## config.mk

```make
export PLATFORM = sky130hd
export DESIGN_NAME = cmp_latch_loader
export DESIGN_NICKNAME = d
export VERILOG_FILES = /design/src/rtl/cll_pkg.sv /design/src/rtl/cll_evt_gen.sv /design/src/rtl/cll_group_route.sv /design/src/rtl/cll_chan.sv /design/src/rtl/cmp_latch_loader.sv
export SDC_FILE = /design/constraint.sdc
export NUM_CORES = 1
export LEC_CHECK = 0
export BUFFER_PORTS_ARGS = -buffer_cell sky130_fd_sc_hd__buf_4
export CAP_MARGIN = 0
export CORE_ASPECT_RATIO = 1.1
export CORE_MARGIN = 1.5
export CORE_UTILIZATION = 42
export CTS_CLUSTER_DIAMETER = 150
export CTS_CLUSTER_SIZE = 16
export DETAILED_ROUTE_END_ITERATION = 7
export PLACE_DENSITY = 0.67
export SLEW_MARGIN = 40
export SYNTH_ARGS = -nofsm -noshare
export SYNTH_HDL_FRONTEND = slang
export SYNTH_SLANG_ARGS = --single-unit
```

## constraint.sdc

```tcl
create_clock -name clk -period 4.95 [get_ports clk]
set_input_delay 0.2475 -clock clk [delete_from_list [all_inputs] [get_ports clk]]
set_output_delay 0.2475 -clock clk [all_outputs]
set_load 0.02 [all_outputs]
```

## src/rtl/cll_pkg.sv

```systemverilog
package cll_pkg;

  typedef enum logic [1:0] {
    LD_ON_WRITE = 2'd0,
    LD_AT_ZERO  = 2'd1,
    LD_AT_ENDS  = 2'd2,
    LD_AT_MATCH = 2'd3
  } ld_evt_e;

  typedef enum logic [1:0] {
    GRP_NONE = 2'd0,
    GRP_PAIR = 2'd1,
    GRP_TRIO = 2'd2,
    GRP_ALL  = 2'd3
  } grp_e;

  // Index of the channel whose event drives channel ch under grouping g.
  function automatic int unsigned leader_of(grp_e g, int unsigned ch);
    int unsigned r;
    case (g)
      GRP_PAIR: r = (ch == 0) ? 0 : ((ch - 1) / 2) * 2 + 1;
      GRP_TRIO: r = (ch == 0) ? 0 : ((ch - 1) / 3) * 3 + 1;
      GRP_ALL:  r = 1;
      default:  r = ch;
    endcase
    return r;
  endfunction

endpackage

```

## src/rtl/cll_evt_gen.sv

```systemverilog
module cll_evt_gen
  import cll_pkg::*;
#(
  parameter int W = 16
) (
  input  logic          clk,
  input  logic          rst,
  input  ld_evt_e       mode,
  input  logic          wr_hit,
  input  logic          updown,
  input  logic          cnt_zero,
  input  logic          cnt_period,
  input  logic [W-1:0]  cnt_value,
  input  logic [W-1:0]  latch_cur,
  output logic          evt
);

  always_comb begin
    case (mode)
      LD_ON_WRITE: evt = wr_hit;
      LD_AT_ZERO:  evt = cnt_zero;
      LD_AT_ENDS:  evt = cnt_zero | (updown & cnt_period);
      default:     evt = (cnt_value == latch_cur);
    endcase
  end


  property no_strobe_no_evt_p;
    @(posedge clk) disable iff (rst)
      ((mode == LD_AT_ZERO || mode == LD_AT_ENDS) && !cnt_zero && !cnt_period) |-> !evt;
  endproperty
  no_strobe_no_evt_chk: assert property (no_strobe_no_evt_p);


  property period_ignored_up_p;
    @(posedge clk) disable iff (rst)
      (mode == LD_AT_ENDS && !updown && !cnt_zero) |-> !evt;
  endproperty
  period_ignored_up_chk: assert property (period_ignored_up_p);

endmodule

```

## src/rtl/cll_group_route.sv

```systemverilog
module cll_group_route
  import cll_pkg::*;
#(
  parameter int NCH = 7
) (
  input  logic           clk,
  input  logic           rst,
  input  grp_e           grp,
  input  logic [NCH-1:0] evt,
  output logic [NCH-1:0] ld_go
);

  for (genvar i = 0; i < NCH; i++) begin : g_route
    always_comb ld_go[i] = evt[leader_of(grp, i)];
  end


  property pair_lockstep_p;
    @(posedge clk) disable iff (rst)
      (grp == GRP_PAIR) |-> (ld_go[1] == ld_go[2]);
  endproperty
  pair_lockstep_chk: assert property (pair_lockstep_p);


  property trio_lockstep_p;
    @(posedge clk) disable iff (rst)
      (grp == GRP_TRIO) |-> (ld_go[4] == ld_go[5] && ld_go[5] == ld_go[6]);
  endproperty
  trio_lockstep_chk: assert property (trio_lockstep_p);


  property all_lockstep_p;
    @(posedge clk) disable iff (rst)
      (grp == GRP_ALL) |-> (ld_go == '0 || ld_go == '1);
  endproperty
  all_lockstep_chk: assert property (all_lockstep_p);

endmodule

```

## src/rtl/cll_chan.sv

```systemverilog
module cll_chan #(
  parameter int W = 16
) (
  input  logic         clk,
  input  logic         rst,
  input  logic         wr_hit,
  input  logic [W-1:0] wr_data,
  input  logic         ld_go,
  output logic [W-1:0] latch_q
);

  logic [W-1:0] creg_q;
  logic [W-1:0] eff;

  // A write landing in the same cycle as a load is forwarded to the latch.
  always_comb eff = wr_hit ? wr_data : creg_q;

  always_ff @(posedge clk) begin
    if (rst) begin
      creg_q  <= '0;
      latch_q <= '0;
    end else begin
      if (wr_hit) creg_q <= wr_data;
      if (ld_go)  latch_q <= eff;
    end
  end


  property fwd_write_p;
    @(posedge clk) disable iff (rst)
      (ld_go && wr_hit) |=> (latch_q == creg_q);
  endproperty
  fwd_write_chk: assert property (fwd_write_p);


  property hold_p;
    @(posedge clk) disable iff (rst)
      !ld_go |=> $stable(latch_q);
  endproperty
  hold_chk: assert property (hold_p);

endmodule

```

## src/rtl/cmp_latch_loader.sv

```systemverilog
module cmp_latch_loader
  import cll_pkg::*;
#(
  parameter  int NCH  = 7,
  parameter  int W    = 16,
  localparam int SELW = $clog2(NCH)
) (
  input  logic             clk,
  input  logic             rst,
  input  logic             wr_en,
  input  logic [SELW-1:0]  wr_sel,
  input  logic [W-1:0]     wr_data,
  input  logic [2*NCH-1:0] ld_sel,
  input  logic [1:0]       grp_sel,
  input  logic             updown,
  input  logic             cnt_zero,
  input  logic             cnt_period,
  input  logic [W-1:0]     cnt_value,
  output logic [NCH*W-1:0] latch_o
);

  logic [NCH-1:0] wr_hit;
  logic [NCH-1:0] evt;
  logic [NCH-1:0] ld_go;
  logic [W-1:0]   lat [NCH];

  for (genvar i = 0; i < NCH; i++) begin : g_ch
    always_comb wr_hit[i] = wr_en && (wr_sel == SELW'(i));

    cll_evt_gen #(.W(W)) u_evt (
      .clk        (clk),
      .rst        (rst),
      .mode       (ld_evt_e'(ld_sel[2*i +: 2])),
      .wr_hit     (wr_hit[i]),
      .updown     (updown),
      .cnt_zero   (cnt_zero),
      .cnt_period (cnt_period),
      .cnt_value  (cnt_value),
      .latch_cur  (lat[i]),
      .evt        (evt[i])
    );

    cll_chan #(.W(W)) u_chan (
      .clk     (clk),
      .rst     (rst),
      .wr_hit  (wr_hit[i]),
      .wr_data (wr_data),
      .ld_go   (ld_go[i]),
      .latch_q (lat[i])
    );

    always_comb latch_o[i*W +: W] = lat[i];
  end

  cll_group_route #(.NCH(NCH)) u_route (
    .clk   (clk),
    .rst   (rst),
    .grp   (grp_e'(grp_sel)),
    .evt   (evt),
    .ld_go (ld_go)
  );


  property reset_clear_p;
    @(posedge clk) rst |=> (latch_o == '0);
  endproperty
  reset_clear_chk: assert property (reset_clear_p);


  property indep_ch0_p;
    @(posedge clk) disable iff (rst)
      (grp_sel != 2'd3 && ld_sel[1:0] == 2'd1 && !cnt_zero) |=> $stable(latch_o[W-1:0]);
  endproperty
  indep_ch0_chk: assert property (indep_ch0_p);

endmodule

```

# --- Word level (Yosys, flattened, before mapping) ---
# Index checks and enable logic that the tools add are counted.
word_totals:
  mem_count: 0
  inputBits: 57
  ramBits: 0
  ff_bits: 224
  romBits: 0
  latchBits: 0
classes:
  multipliers: 0
  n_eq_ne: 30
  div_mod_pow: 0
  shift: 0
  mux: 32
  n_reduce_logical: 17
  addsub: 0
  n_lt_le_gt_ge: 6
  n_bitwise: 2
ops:
  columns: ["cell", "count"]
  rows:
  - ["$eq A16 B16 Y1", 7]
  - ["$mux W16", 7]
  - ["$pmux W1 S3", 7]
  - ["$bmux W1 S3", 6]
  - ["$eq A2 B2 Y1 const B", 9]
  - ["$eq A2 B1 Y1 const B", 8]
  - ["$logic_not A2 Y1", 7]
  - ["$lt A3 B4 Y1 const B", 3]
  - ["$pmux W3 S2", 2]
  - ["$eq A3 B3 Y1 const B", 3]
  - ["$pmux W3 S3", 1]
  - ["$lt A2 B4 Y1 const B", 2]
  - ["$logic_and A1 B1 Y1", 7]
  - ["$mux W1", 7]
  - ["$eq A3 B2 Y1 const B", 2]
  - ["$lt A1 B4 Y1 const B", 1]
  - ["$mux W2", 2]
  - ["$eq A3 B1 Y1 const B", 1]
  - ["$logic_not A3 Y1", 1]
  - ["$reduce_or A3 Y1", 1]
  - ["$reduce_or A2 Y1", 1]
  - ["$and A1 B1 Y1", 1]
  - ["$or A1 B1 Y1", 1]

# --- Longest topological paths before layout ---
# Gate-level depths: netlist (run 1).
logic_depth:
  depth_word: 5
  ltp_mapped: 9
  mapped_depth_nobuf: 6

# --- Modules after synthesis ---
# From an unflattened synthesis (run 1), not the netlist that was laid out.
hier_totals:
  cells_unflattened: 935
  hier_area_um2: 9360.2
by_module_without_submodules:
  columns: ["module", "area_each_um2", "n_inst", "seq_area_each_um2", "cells_each"]
  rows:
  - ["cll_chan", 1097.3, 7, 640.6, 104]
  - ["cll_evt_gen", 211.5, 7, 0.0, 27]
  - ["cll_group_route", 112.6, 1, 0.0, 11]
  - ["cmp_latch_loader", 86.3, 1, 0.0, 7]

# --- Worst setup path before layout (run 1) ---
# Ideal clock, no wire load.
synth_path:
  path_kind: "input-to-reg"
  from: "input port wr_en"
  to: "register g_ch[6].u_chan.latch_q[10]"
  arrival_ps: 2240
  t_required_ps: 4829
  path_stages: 9
  setup_slack_ps: 2589
  setup_time_ps: 121
  cell_sequence: "buf_2 -> nor4bb_1 -> buf_6 -> or3_1 -> a31oi_1 -> o22ai_2 -> a221oi_4 -> buf_6 -> mux2_4"
synth_between:
  elab_chain_len: 4
  elab_cells_between_ends: 17
  cone_classes: "mux: 10; reduce/logical: 7"
synth_rtl:
  columns: ["item", "line", "text"]
  rows:
  - ["start: declaration", "cmp_latch_loader.sv:10", "input logic wr_en,"]
  - ["$logic_and A1 B1 Y1", "cmp_latch_loader.sv:28", "always_comb wr_hit[i] = wr_en && (wr_sel == SELW'(i));"]
  - ["$pmux W1 S3", "cll_evt_gen.sv:19", "case (mode)"]
  - ["$bmux W1 S3", "cll_group_route.sv:14", "always_comb ld_go[i] = evt[leader_of(grp, i)];"]
  - ["$mux W1 (not written as such)", "cll_group_route.sv:14", null]
  - ["end signal: assignment", "cll_chan.sv:21", "latch_q <= '0;"]
  - ["end signal: assignment", "cll_chan.sv:24", "if (ld_go) latch_q <= eff;"]
  - ["end: declaration", "cll_chan.sv:9", "output logic [W-1:0] latch_q"]
# Several ways; a longest one is shown, not always the timed one. The select of a mux whose other input is x is not followed.
# A chain may end at the register's enable or synchronous reset.

# --- Worst setup path after layout (run 1) ---
layout_path:
  from: "register g_ch[1].u_chan.latch_q[11]"
  to: "register g_ch[4].u_chan.latch_q[11]"
layout_between:
  elab_chain_len: 4
layout_rtl:
  columns: ["item", "line", "text"]
  rows:
  - ["start: declaration", "cll_chan.sv:9", null]
  - ["start signal: assignment", "cll_chan.sv:21", null]
  - ["start signal: assignment", "cll_chan.sv:24", null]
  - ["$eq A16 B16 Y1", "cll_evt_gen.sv:23", "default: evt = (cnt_value == latch_cur);"]
  - ["$pmux W1 S3", "cll_evt_gen.sv:19", null]
  - ["$bmux W1 S3", "cll_group_route.sv:14", null]
  - ["$mux W1 (not written as such)", "cll_group_route.sv:14", null]
  - ["end signal: assignment", "cll_chan.sv:21", null]
  - ["end signal: assignment", "cll_chan.sv:24", null]
  - ["end: declaration", "cll_chan.sv:9", null]
# Every way passes these cells. The select of a mux whose other input is x is not followed.

==> reports/metrics.csv, run 1 <==
metric;value;unit
RSZ-0062 raised after global routing;no;
Yosys top cell area share;44.7;%
via/cell ratio;5.34;
Setup Viol. Count Final;0;
outcome;finished clean;
Non-Filler Instances;1487;
Worst-Skew Late Latency;480;ps
Power per Cell Area;304;nW/µm²
Tcrit/Tclk final;53.2;%
first drt pass iteration count;4;
multiplexer share of the synthesized area;14.2;%
Worst R2R Path Depth;6;
Post-synth EDFFs;0;
Max-Cap Viols;0;
number of global-route vias before repair;7609;
kind of end point of the critical path;register;
met2 usage;43.7;%
I/O Pins;169;
Final min period;2640;ps
CTS Buffer Depth;3;
Starting DRT DRC Count;688;
Reg clk slew, reported paths;80;ps
Max-slew headroom;43.8;%
fillers;2191;
Tot GR Track Use;26.3;%
GP Congestion;0.842;
Required @ worst endpoint;5320;ps
GR Layer Usage met1;33.6;%
critical path start-end classification;register to register;
area of the core;23500;µm²
DR vias;7937;
Layout area overhead;18.5;%
Placed Instances;1470;
sequential area share after synthesis;44.7;%
PortBufs;168;
fraction of layout cells with a size suffix above 1;25.9;%
first-pass GRT wire length;47800;µm
clk_skew;8.82;ps
pin count of the biggest net entering global routing;133;
Initial Util;42.6;%
R2R setup slack;2310;ps
Syn Area/Cell;9.47;µm²
Slew @ Worst Pin;840;ps
final slew viol count;0;
Compound-Gate Fraction of Synth Area;8.88;%
H-tree Lvls;1;
WL per Instance;21.9;µm
Synth Area in Simple Gates;18.9;%
Synth top cells by count;224 x dfxtp_1, 203 x nand2_1, 103 x a21oi_1;
crit-path max FO;16;
Reg2Reg Capture Point;g_ch[4].u_chan.latch_q[11];
total grt overflow;0;
dominant synthesized flop cell;dfxtp_1;
hpwl dp;22200;µm
leading area contributor after synthesis;dfxtp_1;
Layout Nets;1241;
post-CTS sizing;0;
VDD IR max;0.000172;V
antenna-violating nets left;0;
Worst Path Arrival;3010;ps
Die Y;165;µm
site row count;59;
Routed WL;32600;µm
CP endpoint;g_ch[4].u_chan.latch_q[11];
Syn Std Cell Area;10000;µm²
GRT met3 Usage;3.76;%
largest family of logic cells by synthesized area;simple AND/OR/NAND/NOR gates;
CP startpoint;g_ch[1].u_chan.latch_q[11];
DIE WIDTH;150;µm
setup bufs post-CTS;0;
Antenna diodes;0;
die area;24800;µm²
count leader, synth;dfxtp_1;
CTS Buf Count;17;
synthesized flop and latch total;224;
Clock Sinks;224;
top cells by area, synth;dfxtp_1 45%, nand2_1 7.6%, xor2_1 7.6%;
synth warn;0;
leakage;4.93;nW
TritonCTS clock tree;done;
setup TNS;0;ps
adder-cell area share of the yosys netlist;0;%
async set-reset flop share out of synthesis;0;%
initial antenna violation count;0;
Min-Delay Path Class;input port to register;
GRT busiest layer;met2;
root buffer cell;clkbuf_16;
hold path cells;3;
post-synthesis xor/xnor area fraction;9.78;%
hold_buf cts;0;
FF-to-FF Start;g_ch[1].u_chan.latch_q[11];
DRC;0;
Syn Inst Count;1059;
Fmax;379;MHz
Final Hold Violating Endpoints;0;
synth unique cells;50;
crit path launch type;register;
post-synth net total;1116;
-- where the power goes --
group / total [mW] / internal [mW] / switching [mW] / leakage, nW
clock: 1.23 / 0.610 / 0.618 / 0.209
combinational: 0.507 / 0.197 / 0.310 / 2.91
sequential: 1.88 / 1.85 / 0.0387 / 1.81
-- worst max-delay path, cell delays in order (launching register included) --
cell,delay (ps)
dfxtp_1,410
xnor2_1,140
nand4_1,100
or4_4,570
o21ai_4,460
o221ai_4,430
mux2_4,410
-- stage by stage --
stage / hold WS (ps) / utilization, % / area (µm²) / power, mW / worst slack, ps
final: 115 / 50.5 / 11900 / 3.62 / 2310
after CTS: 101 / 50.5 / 11900 / 3.64 / 2280
after global routing: 116 / 50.5 / 11900 / 3.73 / 2170
after detailed placement: 450 / 48.7 / 11500 / 2.43 / 2130
after floorplan: 396 / - / 10000 / 2.23 / 2590
after global placement: 443 / 48.3 / 11400 / 2.41 / 1760
-- layout by cell type, fill, tap and decap left out, drive strengths merged, types with 2 or more instances in the layout --
cell type	count
a211oi	16
a21oi	103
and4b	3
buf	179
clkbuf	17
dfxtp	224
mux2	96
mux2i	18
nand2	203
nand3	7
nand4	9
nor2	34
nor2b	99
nor3	5
nor4	18
nor4bb	2
o211ai	6
o21ai	4
o22ai	2
o311ai	2
or3	6
xnor2	25
xor2	87
-- cell families after synthesis --
logic type,count (synthesis)
AO/OA/AOI/OAI,141
XOR/XNOR,112
buffers and inverters,74
flip-flops,224
multiplexers,114
AND/OR/NAND/NOR,394
-- area by class of cell --
cell class | instances | area (µm²) | share of cell area, %
Timing Repair Buffer | 179 | 1370 | 11.5
Inverter | 1 | 3.75 | 0.0316
Sequential cell | 224 | 4480 | 37.7
Clock buffer | 17 | 425 | 3.58
Tap cell | 305 | 382 | 3.21
Multi-Input combinational cell | 761 | 5230 | 44.0
-- how the worst min path moves through the flow --
| stage | startpoint | end | slack [ps] |
|---|---|---|---|
| 2_1_floorplan | wr_data[13] | g_ch[2].u_chan.creg_q[13] | 400 |
| 3_3_place_gp | g_ch[6].u_chan.creg_q[4] | g_ch[6].u_chan.creg_q[4] | 440 |
| 3_5_place_dp | g_ch[3].u_chan.creg_q[15] | g_ch[3].u_chan.creg_q[15] | 450 |
| 4_1_cts | wr_data[1] | g_ch[4].u_chan.creg_q[1] | 100 |
| 5_1_grt | wr_data[1] | g_ch[2].u_chan.creg_q[1] | 120 |
| 6_report | wr_data[1] | g_ch[4].u_chan.creg_q[1] | 120 |
-- flip-flops by register name, summed over array words and instances (netlist names) --
signal,cells
g_ch.u_chan.creg_q,112
g_ch.u_chan.latch_q,112
-- layer usage --
metal	up-vias	wire, µm
met1	3802	13600
met2	289	15600
met3	88	1950
met4	0	1540
met5	-	0
li1	3758	-
Power figures use the tool's default switching activity.
==> run 2, diff against run 1 <==
Clock period 4.95 ns to 2.6 ns, I/O delays scaled along.
==> run 2 against run 1 <==
  * Maximum frequency increased by 6.4%
  * Sequential power rose by 90%
  * Core utilization increased by 0.89 points
  * Critical endpoint is now g_ch[6].u_chan.latch_q[7]
==> reports/metrics.csv, run 2 (same netlist as run 1, synthesis figures left out) <==
metric;value;unit;change
die area;24800;µm²;unchanged
Initial Util;42.6;%;unchanged
fraction of layout cells with a size suffix above 1;26.8;%;+0.96 points
most frequent CP cell;buf_4;;
number of global-route vias before repair;7578;;-0.41%
hpwl dp;22000;µm;-0.74%
crit-path max FO;8;;-8
CTS Buffer Depth;3;;unchanged
leakage;5.05;nW;+2.5%
clk_skew;12.3;ps;+3.48 ps
Worst Path Arrival;2850;ps;-160 ps
Max-Cap Viols;0;;unchanged
Clock Sinks;224;;unchanged
H-tree Lvls;1;;unchanged
CP cell instances;xnor2_1, nand4_1, or4_4, o211ai_4, a221oi_4, buf_4, buf_4, mux2_4;;
initial antenna violation count;2;;+2
VDD IR max;0.000337;V;+96%
WL per Instance;21.3;µm;-3.0%
setup TNS;0;ps;unchanged
first-pass GRT wire length;46700;µm;-2.2%
post-layout power;6.93;mW;+91%
most frequent cells in the layout;224 x dfxtp_1, 203 x nand2_1, 189 x buf_4;;
Setup Viol. Count Final;0;;unchanged
Final Worst Setup Slack;123;ps;-2190 ps
total grt overflow;0;;unchanged
DR vias;8040;;+1.3%
Final Util;51.4;%;+0.89 points
Top Registers;g_ch.u_chan.creg_q x112, g_ch.u_chan.latch_q x112;;
DP Worst Slack;27.7;ps;-2100 ps
Power per Cell Area;572;nW/µm²;+88%
first drt pass iteration count;5;;+1
Max-slew headroom;49.4;%;+5.5 points
RSZ-0062 raised after global routing;no;;
Layout Nets;1262;;+1.7%
TritonCTS clock tree;done;;
Routed WL;32100;µm;-1.7%
outcome;finished clean;;
Final min period;2480;ps;-159 ps
fillers;2152;;-1.8%
pin count of the biggest net entering global routing;70;;-47%
Min-Delay Path Class;input port to register;;
CTS Buf Count;17;;unchanged
final slew viol count;0;;unchanged
Tot GR Track Use;25.7;%;-0.63 points
Slowest cell on crit path;or4_4;;
via/cell ratio;5.33;;-0.11%
Tcrit/Tclk final;95.3;%;+42 points
Worst-Skew Late Latency;490;ps;about the same
PortBufs;168;;unchanged
Antenna diodes;0;;unchanged
Final Hold Slack;17.6;ps;-97.5 ps
site row count;59;;unchanged
register area;4480;µm²;unchanged
DIE WIDTH;150;µm;unchanged
Crit path buffers/inverters;2;;+2
multi-input logic area;5240;µm²;+0.29%
I/O Pins;169;;unchanged
critical path start-end classification;register to register;;
antenna-violating nets left;0;;unchanged
Required @ worst endpoint;2970;ps;-2350 ps
Reg clk slew, reported paths;70;ps;about the same
Layout area overhead;20.6;%;
Final Hold Violating Endpoints;0;;unchanged
Starting DRT DRC Count;607;;-12%
commonest non-fill, non-tap cell in the layout;dfxtp_1;;
crit path launch type;register;;
DRC;0;;unchanged
critical path's top delay family;simple AND/OR/NAND/NOR gates;;
CP peak stage delay;540;ps;-30 ps
kind of end point of the critical path;register;;
GP Congestion;0.851;;+1.1%
Fmax;404;MHz;+6.4%
area of the core;23500;µm²;unchanged
Die Y;165;µm;unchanged
root buffer cell;clkbuf_16;;
Slew @ Worst Pin;757;ps;-83.0 ps
==> run 2: changes by cell type in the layout (fill, tap and decap cells not counted), sizes merged <==
cell,change
dlygate4sd3,+6
buf,+15
==> run 2: path summary, 6_finish.rpt <==
kind | slack [ps] | start | cells after the start | end
max reg2reg | 120 | g_ch[1].u_chan.latch_q[6] | 8 | g_ch[6].u_chan.latch_q[7]
min reg2reg | 460 | g_ch[6].u_chan.creg_q[8] | 2 | g_ch[6].u_chan.creg_q[8]
min | 20 | wr_data[12] | 3 | g_ch[5].u_chan.creg_q[12]
max | 120 | g_ch[1].u_chan.latch_q[6] | 8 | g_ch[6].u_chan.latch_q[7]
==> run 2: worst register-to-register path, stage by stage, from the launching register on <==
cell	delay, ps
dfxtp_1	360
xnor2_1	250
nand4_1	120
or4_4	540
o211ai_4	240
a221oi_4	140
buf_4	230
buf_4	180
mux2_4	300
==> run 2: stage by stage <==
step	cell area [µm²]	cells
2_1_floorplan	10000	1059
4_1_cts	12000	1507
3_3_place_gp	11500	1481
5_1_grt	12100	1508
6_report	12100	1508
3_5_place_dp	11600	1484
==> run 2: report_power, final <==
group | total, mW | internal, mW | switching [mW] | leakage [nW]
combinational | 1.01 | 0.403 | 0.603 | 3.03
clock | 2.34 | 1.16 | 1.18 | 0.209
sequential | 3.58 | 3.51 | 0.0649 | 1.81
==> run 2: area by class of cell <==
class                      instances  area share [%]
inverter                           1          0.0310
tap                              305            3.15
sequential                       224            37.1
clock buffer                      17            3.52
multi-input combinational        761            43.3
timing repair buffer             200            12.9
==> run 2: timing repair <==
action / CTS / global route
endpoints found under the hold margin: 26 / 0
endpoints found under the setup margin: 0 / 20
hold buffers: 6 / 0
setup buffers: 0 / 1
resized for setup: 0 / 4
==> run 2: layer usage <==
metal / GRT usage, % / share of wire [%] / wire length (µm)
met4: 11.1 / 4.4 / 1430
met5: 0 / 0.084 / 27
met2: 43.3 / 48 / 15500
met3: 4.34 / 7.0 / 2250
met1: 32.3 / 40 / 12900
